`src/rtl/portex_pkg.sv`:
```
package portex_pkg;
  localparam int CMP_A_W = 5;
  localparam int CMP_B_W = 3;
  localparam int DAC_W   = 6;
  localparam logic [3:0] ADDR_PREFIX = 4'b0111;

  typedef enum logic [2:0] {
    ST_IDLE, ST_ADDR, ST_ADDR_ACK, ST_WR_BYTE, ST_WR_ACK, ST_RD_BYTE, ST_RD_ACK
  } busState_t;

  typedef struct packed {
    logic rdLoad;
    logic wrPort;
    logic wrCtrl;
  } strobe_t;
endpackage

```
`src/rtl/portex_ctrl.sv`:
```
module portex_ctrl
  import portex_pkg::*;
#(
  parameter int SYNC_STAGES = 2
) (
  input  logic       clk,
  input  logic       rstN,
  input  logic       sclIn,
  input  logic       sdaIn,
  input  logic [2:0] strapAddr,
  input  logic [7:0] txByte,
  output logic       sdaDriveLow,
  output strobe_t    strobe,
  output logic [7:0] rxByte
);
  logic [SYNC_STAGES:0] sclChain, sdaChain;
  assign sclChain[0] = sclIn;
  assign sdaChain[0] = sdaIn;

  for (genvar g = 0; g < SYNC_STAGES; g++) begin : gSync
    always_ff @(posedge clk or negedge rstN) begin
      if (!rstN) begin
        sclChain[g+1] <= 1'b1;
        sdaChain[g+1] <= 1'b1;
      end else begin
        sclChain[g+1] <= sclChain[g];
        sdaChain[g+1] <= sdaChain[g];
      end
    end
  end

  logic sclS, sdaS, sclPrev, sdaPrev;
  assign sclS = sclChain[SYNC_STAGES];
  assign sdaS = sdaChain[SYNC_STAGES];

  logic startDet, stopDet, sclRise, sclFall;
  assign startDet = sclS & sclPrev & sdaPrev & ~sdaS;
  assign stopDet  = sclS & sclPrev & ~sdaPrev & sdaS;
  assign sclRise  = sclS & ~sclPrev;
  assign sclFall  = ~sclS & sclPrev;

  busState_t state, nState;
  logic [3:0] bitCnt, nCnt;
  logic [7:0] shiftIn, nShift;
  logic [1:0] byteIdx, nIdx;
  logic       isRead, nRead;
  logic       addrMatch;
  logic [2:0] bitSel;

  assign addrMatch = (shiftIn[7:1] == {ADDR_PREFIX, strapAddr});
  assign bitSel    = 3'd7 - bitCnt[2:0];
  assign rxByte    = shiftIn;

  always_comb begin
    nState = state;
    nCnt   = bitCnt;
    nShift = shiftIn;
    nIdx   = byteIdx;
    nRead  = isRead;
    strobe = '0;
    if (startDet) begin
      nState = ST_ADDR;
      nCnt   = '0;
    end else if (stopDet) begin
      nState = ST_IDLE;
    end else begin
      case (state)
        ST_ADDR: begin
          if (sclRise) begin
            nShift = {shiftIn[6:0], sdaS};
            nCnt   = bitCnt + 4'd1;
          end else if (sclFall && bitCnt == 4'd8) begin
            if (addrMatch) begin
              nState        = ST_ADDR_ACK;
              nRead         = shiftIn[0];
              strobe.rdLoad = shiftIn[0];
            end else begin
              nState = ST_IDLE;
            end
          end
        end
        ST_ADDR_ACK: if (sclFall) begin
          nCnt   = '0;
          nIdx   = '0;
          nState = isRead ? ST_RD_BYTE : ST_WR_BYTE;
        end
        ST_WR_BYTE: begin
          if (sclRise) begin
            nShift = {shiftIn[6:0], sdaS};
            nCnt   = bitCnt + 4'd1;
          end else if (sclFall && bitCnt == 4'd8) begin
            nState        = ST_WR_ACK;
            strobe.wrPort = (byteIdx == 2'd0);
            strobe.wrCtrl = (byteIdx == 2'd1);
          end
        end
        ST_WR_ACK: if (sclFall) begin
          nState = ST_WR_BYTE;
          nCnt   = '0;
          if (byteIdx != 2'd2) nIdx = byteIdx + 2'd1;
        end
        ST_RD_BYTE: if (sclFall) begin
          nCnt = bitCnt + 4'd1;
          if (bitCnt == 4'd7) nState = ST_RD_ACK;
        end
        ST_RD_ACK: begin
          if (sclRise && sdaS) begin
            nState = ST_IDLE;
          end else if (sclFall) begin
            nState = ST_RD_BYTE;
            nCnt   = '0;
          end
        end
        default: nState = ST_IDLE;
      endcase
    end
  end

  always_ff @(posedge clk or negedge rstN) begin
    if (!rstN) begin
      sclPrev <= 1'b1;
      sdaPrev <= 1'b1;
      state   <= ST_IDLE;
      bitCnt  <= '0;
      shiftIn <= '0;
      byteIdx <= '0;
      isRead  <= 1'b0;
    end else begin
      sclPrev <= sclS;
      sdaPrev <= sdaS;
      state   <= nState;
      bitCnt  <= nCnt;
      shiftIn <= nShift;
      byteIdx <= nIdx;
      isRead  <= nRead;
    end
  end

  assign sdaDriveLow = (state == ST_ADDR_ACK) || (state == ST_WR_ACK) ||
                       ((state == ST_RD_BYTE) && !txByte[bitSel]);

  // the data line only moves while the synchronized clock is low
  assert_sda_scl_low_R7: assert property (@(posedge clk) disable iff (!rstN)
    (sdaDriveLow != $past(sdaDriveLow)) |-> !sclS);

  // an address acknowledge only follows a matching address byte
  assert_ack_match_R1: assert property (@(posedge clk) disable iff (!rstN)
    $rose(state == ST_ADDR_ACK) |-> ($past(shiftIn[7:1]) == {ADDR_PREFIX, $past(strapAddr)}));
endmodule

```
`src/rtl/portex_dp.sv`:
```
module portex_dp
  import portex_pkg::*;
#(
  parameter int TRIG_IDX = 0
) (
  input  logic               clk,
  input  logic               rstN,
  input  strobe_t            strobe,
  input  logic [7:0]         rxByte,
  input  logic [CMP_A_W-1:0] cmpGrpA,
  input  logic [CMP_B_W-1:0] cmpGrpB,
  output logic [7:0]         txByte,
  output logic [7:0]         portOut,
  output logic               latchOnEdge,
  output logic               refSelDac,
  output logic [DAC_W-1:0]   dacCode
);
  logic [CMP_A_W-1:0] aReg;
  logic [CMP_B_W-1:0] bReg;
  logic               trigPrev, trigRise, armed;
  logic [7:0]         sample, holdVal;

  assign sample   = {bReg, aReg};
  assign trigRise = bReg[TRIG_IDX] & ~trigPrev;

  always_ff @(posedge clk or negedge rstN) begin
    if (!rstN) begin
      aReg        <= '0;
      bReg        <= '0;
      trigPrev    <= 1'b0;
      portOut     <= '0;
      latchOnEdge <= 1'b0;
      refSelDac   <= 1'b0;
      dacCode     <= '0;
      txByte      <= '0;
      holdVal     <= '0;
      armed       <= 1'b1;
    end else begin
      aReg     <= cmpGrpA;
      bReg     <= cmpGrpB;
      trigPrev <= bReg[TRIG_IDX];
      if (strobe.wrPort) portOut <= rxByte;
      if (strobe.wrCtrl) begin
        latchOnEdge <= rxByte[7];
        refSelDac   <= rxByte[6];
        dacCode     <= rxByte[DAC_W-1:0];
      end
      if (strobe.rdLoad) txByte <= latchOnEdge ? holdVal : sample;
      if (!latchOnEdge) begin
        holdVal <= '0;
        armed   <= 1'b1;
      end else if (strobe.rdLoad) begin
        holdVal <= trigRise ? sample : '0;
        armed   <= !trigRise;
      end else if (armed && trigRise) begin
        holdVal <= sample;
        armed   <= 1'b0;
      end
    end
  end

  assert_port_write_R2: assert property (@(posedge clk) disable iff (!rstN)
    strobe.wrPort |=> (portOut == $past(rxByte)));

  assert_ctrl_write_R3: assert property (@(posedge clk) disable iff (!rstN)
    strobe.wrCtrl |=> ({latchOnEdge, refSelDac, dacCode} == $past(rxByte)));

  assert_mode0_load_R4: assert property (@(posedge clk) disable iff (!rstN)
    (strobe.rdLoad && !latchOnEdge) |=> (txByte == $past(sample)));

  assert_hold_stable_R5: assert property (@(posedge clk) disable iff (!rstN)
    (latchOnEdge && !armed && !strobe.rdLoad && !strobe.wrCtrl) |=> $stable(holdVal));

  assert_coincide_R6: assert property (@(posedge clk) disable iff (!rstN)
    (strobe.rdLoad && latchOnEdge && trigRise) |=>
      ((txByte == $past(holdVal)) && (holdVal == $past(sample))));
endmodule

```
`src/rtl/portex_i2c.sv`:
```
module portex_i2c
  import portex_pkg::*;
#(
  parameter int TRIG_IDX    = 0,
  parameter int SYNC_STAGES = 2
) (
  input  logic               clk,
  input  logic               rstN,
  input  logic               sclIn,
  input  logic               sdaIn,
  output logic               sdaDriveLow,
  input  logic [2:0]         strapAddr,
  input  logic [CMP_A_W-1:0] cmpGrpA,
  input  logic [CMP_B_W-1:0] cmpGrpB,
  output logic [7:0]         portOut,
  output logic               latchOnEdge,
  output logic               refSelDac,
  output logic [DAC_W-1:0]   dacCode
);
  strobe_t    strobe;
  logic [7:0] rxByte, txByte;

  portex_ctrl #(.SYNC_STAGES(SYNC_STAGES)) u_ctrl (
    .clk(clk), .rstN(rstN), .sclIn(sclIn), .sdaIn(sdaIn),
    .strapAddr(strapAddr), .txByte(txByte), .sdaDriveLow(sdaDriveLow),
    .strobe(strobe), .rxByte(rxByte)
  );

  portex_dp #(.TRIG_IDX(TRIG_IDX)) u_dp (
    .clk(clk), .rstN(rstN), .strobe(strobe), .rxByte(rxByte),
    .cmpGrpA(cmpGrpA), .cmpGrpB(cmpGrpB), .txByte(txByte),
    .portOut(portOut), .latchOnEdge(latchOnEdge), .refSelDac(refSelDac),
    .dacCode(dacCode)
  );
endmodule

```
`config.mk`:
```
export PLATFORM = sky130hd
export DESIGN_NAME = portex_i2c
export DESIGN_NICKNAME = d
export VERILOG_FILES = /design/src/rtl/portex_pkg.sv /design/src/rtl/portex_ctrl.sv /design/src/rtl/portex_dp.sv /design/src/rtl/portex_i2c.sv
export SDC_FILE = /design/constraint.sdc
export NUM_CORES = 1
export LEC_CHECK = 0
export BUFFER_PORTS_ARGS = -buffer_cell sky130_fd_sc_hd__buf_2
export CAP_MARGIN = 5
export CORE_MARGIN = 10
export CORE_UTILIZATION = 42
export CTS_CLUSTER_DIAMETER = 200
export DETAILED_ROUTE_END_ITERATION = 16
export GPL_ROUTABILITY_DRIVEN = 1
export PLACE_DENSITY_LB_ADDON = 0.3
export SKIP_CTS_REPAIR_TIMING = 1
export SLEW_MARGIN = 20
export SYNTH_ARGS = -nofsm -noshare
export SYNTH_HDL_FRONTEND = slang
export SYNTH_SLANG_ARGS = --single-unit
```
`constraint.sdc`:
```
create_clock -name clk -period 3.4 [get_ports clk]
set_clock_uncertainty 0.05 [all_clocks]
set_input_delay 0 -clock clk [delete_from_list [all_inputs] [get_ports clk]]
set_output_delay 0 -clock clk [all_outputs]
set_load 0.01 [all_outputs]
```
==> metrics.md <==
| Metric | Value |
|---|---|
| DR iter-0 viols | 127 |
| Ys flop type | dfrtp_1 |
| # clock sinks | 66 |
| Critical Path Source | u_ctrl.state[0] |
| Hold Path Class | in -> reg |
| Peak supply drop | 328 uV |
| Syn Std Cell Area | 2970 sq um |
| DIE AREA | 10800 sq um |
| CTS Buffer Depth | 2 |
| Fillers | 639 |
| Final non-filler cell area | 3560 sq um |
| Asr flop ratio synth | 1.00 |
| Fmax achieved | 442 MHz |
| Placed Area | 3210 sq um |
| CTS Buf Count | 9 |
| Leak Pwr | 1.66 nW |
| Final critical-path required period | 2.26 ns |
| Chip width | 104 um |
| Fin crit share | 0.665 |
| Slew @ Worst Pin | 0.924 ns |
| Drc violations | 0 |
| Final Hold Fails | 0 |
| Routed Antenna Nets | 0 |
| Number of I/O pins | 32 |
| Worst skew pair latency | 0.33 ns |
| Vias in the first global route | 1982 |
| Hold Startpoint | strapAddr[2] |
| Final wirelength | 5490 um |
| IO buf count | 31 |
| Syn Nets | 271 |
| Status | finished, final reports clean |
| Largest net degree at the start of global routing | 43 |
| Share of layout cells above drive strength 1 | 0.314 |
| Register area share after synthesis | 0.559 |
| Final setup fails | 0 |
| Final HPWL DP | 3720 um |
| Slowest cell on crit path | dfrtp_1 |
| Die Y | 104 um |
| Commonest non-fill, non-tap cell in the layout | dfrtp_1 |
| Antenna violations before repair | 0 |
| Reg area | 1660 sq um |
| Syn Inst Count | 251 |
| Worst hold slack | 0.178 ns |
| WS Path Type | reg -> reg |
| Antenna Cells | 0 |
| Initial Util | 0.435 |
| CTS tree | done |
| Syn_area_per_cell | 11.8 sq um |
| Standard-cell rows | 30 |
| Area growth syn-to-layout | 20.0% |
| Wire per inst | 13.9 um |
| Total power | 2.17 mW |
| Largest stage delay, worst path | 0.61 ns |
| Power Density | 609 nW/um^2 |
| FF+latch count, synth | 66 |
| Overflow after GRT | 0 |
| Final Wtd Congestion | 0.784 |
| Core area | 6830 sq um |
| Fin Setup TNS | 0 ns |
| CP max FO | 22 |
| Routed vias/inst | 4.99 |
| Max Slew Vio Count | 0 |
| Yosys warns | 0 |
| Critical Path RT | 3.54 ns |
| Max-slew headroom | 0.384 |
| Post-synth EDFFs | 0 |
| CP arrival | 2.40 ns |
| Reg2reg start | u_ctrl.state[0] |
| First drt pass iteration count | 4 |
| Max Cap Viol | 0 |
| Clock root buffer | clkbuf_8 |
| Critical path capture point type | flip-flop |
| Crit start category | flip-flop |
| Via count | 1972 |
| CP Cell Sequence | and3_1 -> and3_1 -> nand4_1 -> buf_4 -> nor2b_1 -> o21ai_0 |
| Nets | 315 |
| CTS H-tree depth | 3 |
| First-pass GRT wire length | 9510 um |
| RSZ-0062 raised after global routing | false |
| Reg clk slew, reported paths | 0.07 ns |
| Crit path top cell by count | and3_1 |
| Area of the multi-input gates | 1230 sq um |
| Most frequent cells in the layout | dfrtp_1, buf_2, nand2_1 |
| Total GRT Usage | 0.105 |
| Synth cell types | 49 |
[final cells by class]
class | count | area share
Multi-Input combinational cell | 166 | 0.346
Sequential cell | 66 | 0.466
Tap cell | 96 | 0.0337
Inverter | 8 | 0.00843
Clock inverter | 5 | 0.0288
Clock buffer | 10 | 0.0386
Timing Repair Buffer | 44 | 0.0787
[critical path, delay by kind of cell, from the launching register on]
family,cells,cell delay (ns)
compound gates,1,0.18
buf+inv,1,0.21
flops,1,0.61
simple gates,4,1.06
[cell usage after synthesis (2+ instances only)]
| cell | n | area (sq um) |
|---|---|---|
| o31ai_1 | 2 | 15.0 |
| a21oi_1 | 2 | 10.0 |
| dfrtp_1 | 59 | 1480 |
| a311oi_1 | 2 | 17.5 |
| mux2i_1 | 9 | 90.1 |
| mux2_2 | 26 | 293 |
| nand4_2 | 2 | 25.0 |
| mux4_2 | 2 | 45.0 |
| nand3_1 | 11 | 55.1 |
| a21o_1 | 2 | 15.0 |
| inv_1 | 8 | 30.0 |
| o22ai_1 | 9 | 56.3 |
| xor2_1 | 4 | 35.0 |
| and3_1 | 3 | 18.8 |
| nand2_1 | 28 | 105 |
| ha_1 | 5 | 62.6 |
| nand4_1 | 2 | 12.5 |
| o21ai_0 | 17 | 85.1 |
| dfstp_2 | 7 | 184 |
| nor2_1 | 7 | 26.3 |
| clkbuf_1 | 5 | 18.8 |
| nand3b_1 | 2 | 15.0 |
| a21boi_0 | 2 | 15.0 |
| nor2b_1 | 4 | 25.0 |
| nor3_1 | 3 | 15.0 |
| buf_2 | 5 | 25.0 |
[kinds of logic (layout without fill, tap and decap cells)]
group	Yosys count	after routing	synth area share
adders and majority gates	5	5	0.0211
AOI/OAI and AO/OA	47	47	0.103
buffers and inverters	19	67	0.0261
and+or+nand+nor	72	72	0.132
DFF	66	66	0.559
muxes	37	37	0.144
xor gates and xnor gates	5	5	0.0147
[metrics by stage]
| stage | cells | utilization | setup WS [ns] |
|---|---|---|---|
| 2_1_floorplan | 251 | - | 1.67 |
| 3_3_place_gp | 369 | 0.470 | 1.21 |
| 3_5_place_dp | 369 | 0.470 | 1.19 |
| 4_1_cts | 384 | 0.505 | 1.18 |
| 5_1_grt | 395 | 0.522 | 0.891 |
| 6_report | 395 | 0.522 | 1.14 |
[state kept, by name, indices dropped and copies added, names as in the netlist, 2 cells and up]
signal / flops
u_ctrl.rxByte: 8
u_dp.holdVal: 8
u_dp.portOut: 8
u_dp.txByte: 8
u_dp.dacCode: 6
u_dp.aReg: 5
u_ctrl.bitCnt: 4
u_ctrl.state: 3
u_dp.bReg: 3
u_ctrl.byteIdx: 2
[worst paths after layout]
kind | endpoint | slack, ns | cells past startpoint
worst max register to register | u_dp.holdVal[5] | 1.14 | 6
max in group asynchronous | u_ctrl.sdaS | 2.09 | 3
min in group asynchronous | u_dp.aReg[4] | 0.29 | 2
worst min register to register | u_ctrl.sdaS | 0.31 | 0
worst min-delay path | u_ctrl.isRead | 0.18 | 6
worst max-delay path | u_dp.holdVal[5] | 1.14 | 6
[per-layer routing]
layer | share of wire | routed length [um] | vias up | track usage
li1 | - | - | 985 | -
met1 | 0.49 | 2710 | 948 | 0.143
met2 | 0.46 | 2510 | 33 | 0.150
met3 | 0.034 | 186 | 6 | 0.0235
met4 | 0.015 | 80 | 0 | 0.0596
met5 | 0 | 0 | - | 0
[power breakdown]
| part | internal (mW) | total [mW] | leakage, nW | switching, mW |
|---|---|---|---|---|
| clock network | 0.502 | 0.788 | 0.118 | 0.286 |
| registers | 0.866 | 1.02 | 0.865 | 0.152 |
| logic | 0.184 | 0.366 | 0.677 | 0.183 |
| total | 1.55 | 2.17 | 1.66 | 0.620 |
(Power assumes the default switching activity.)
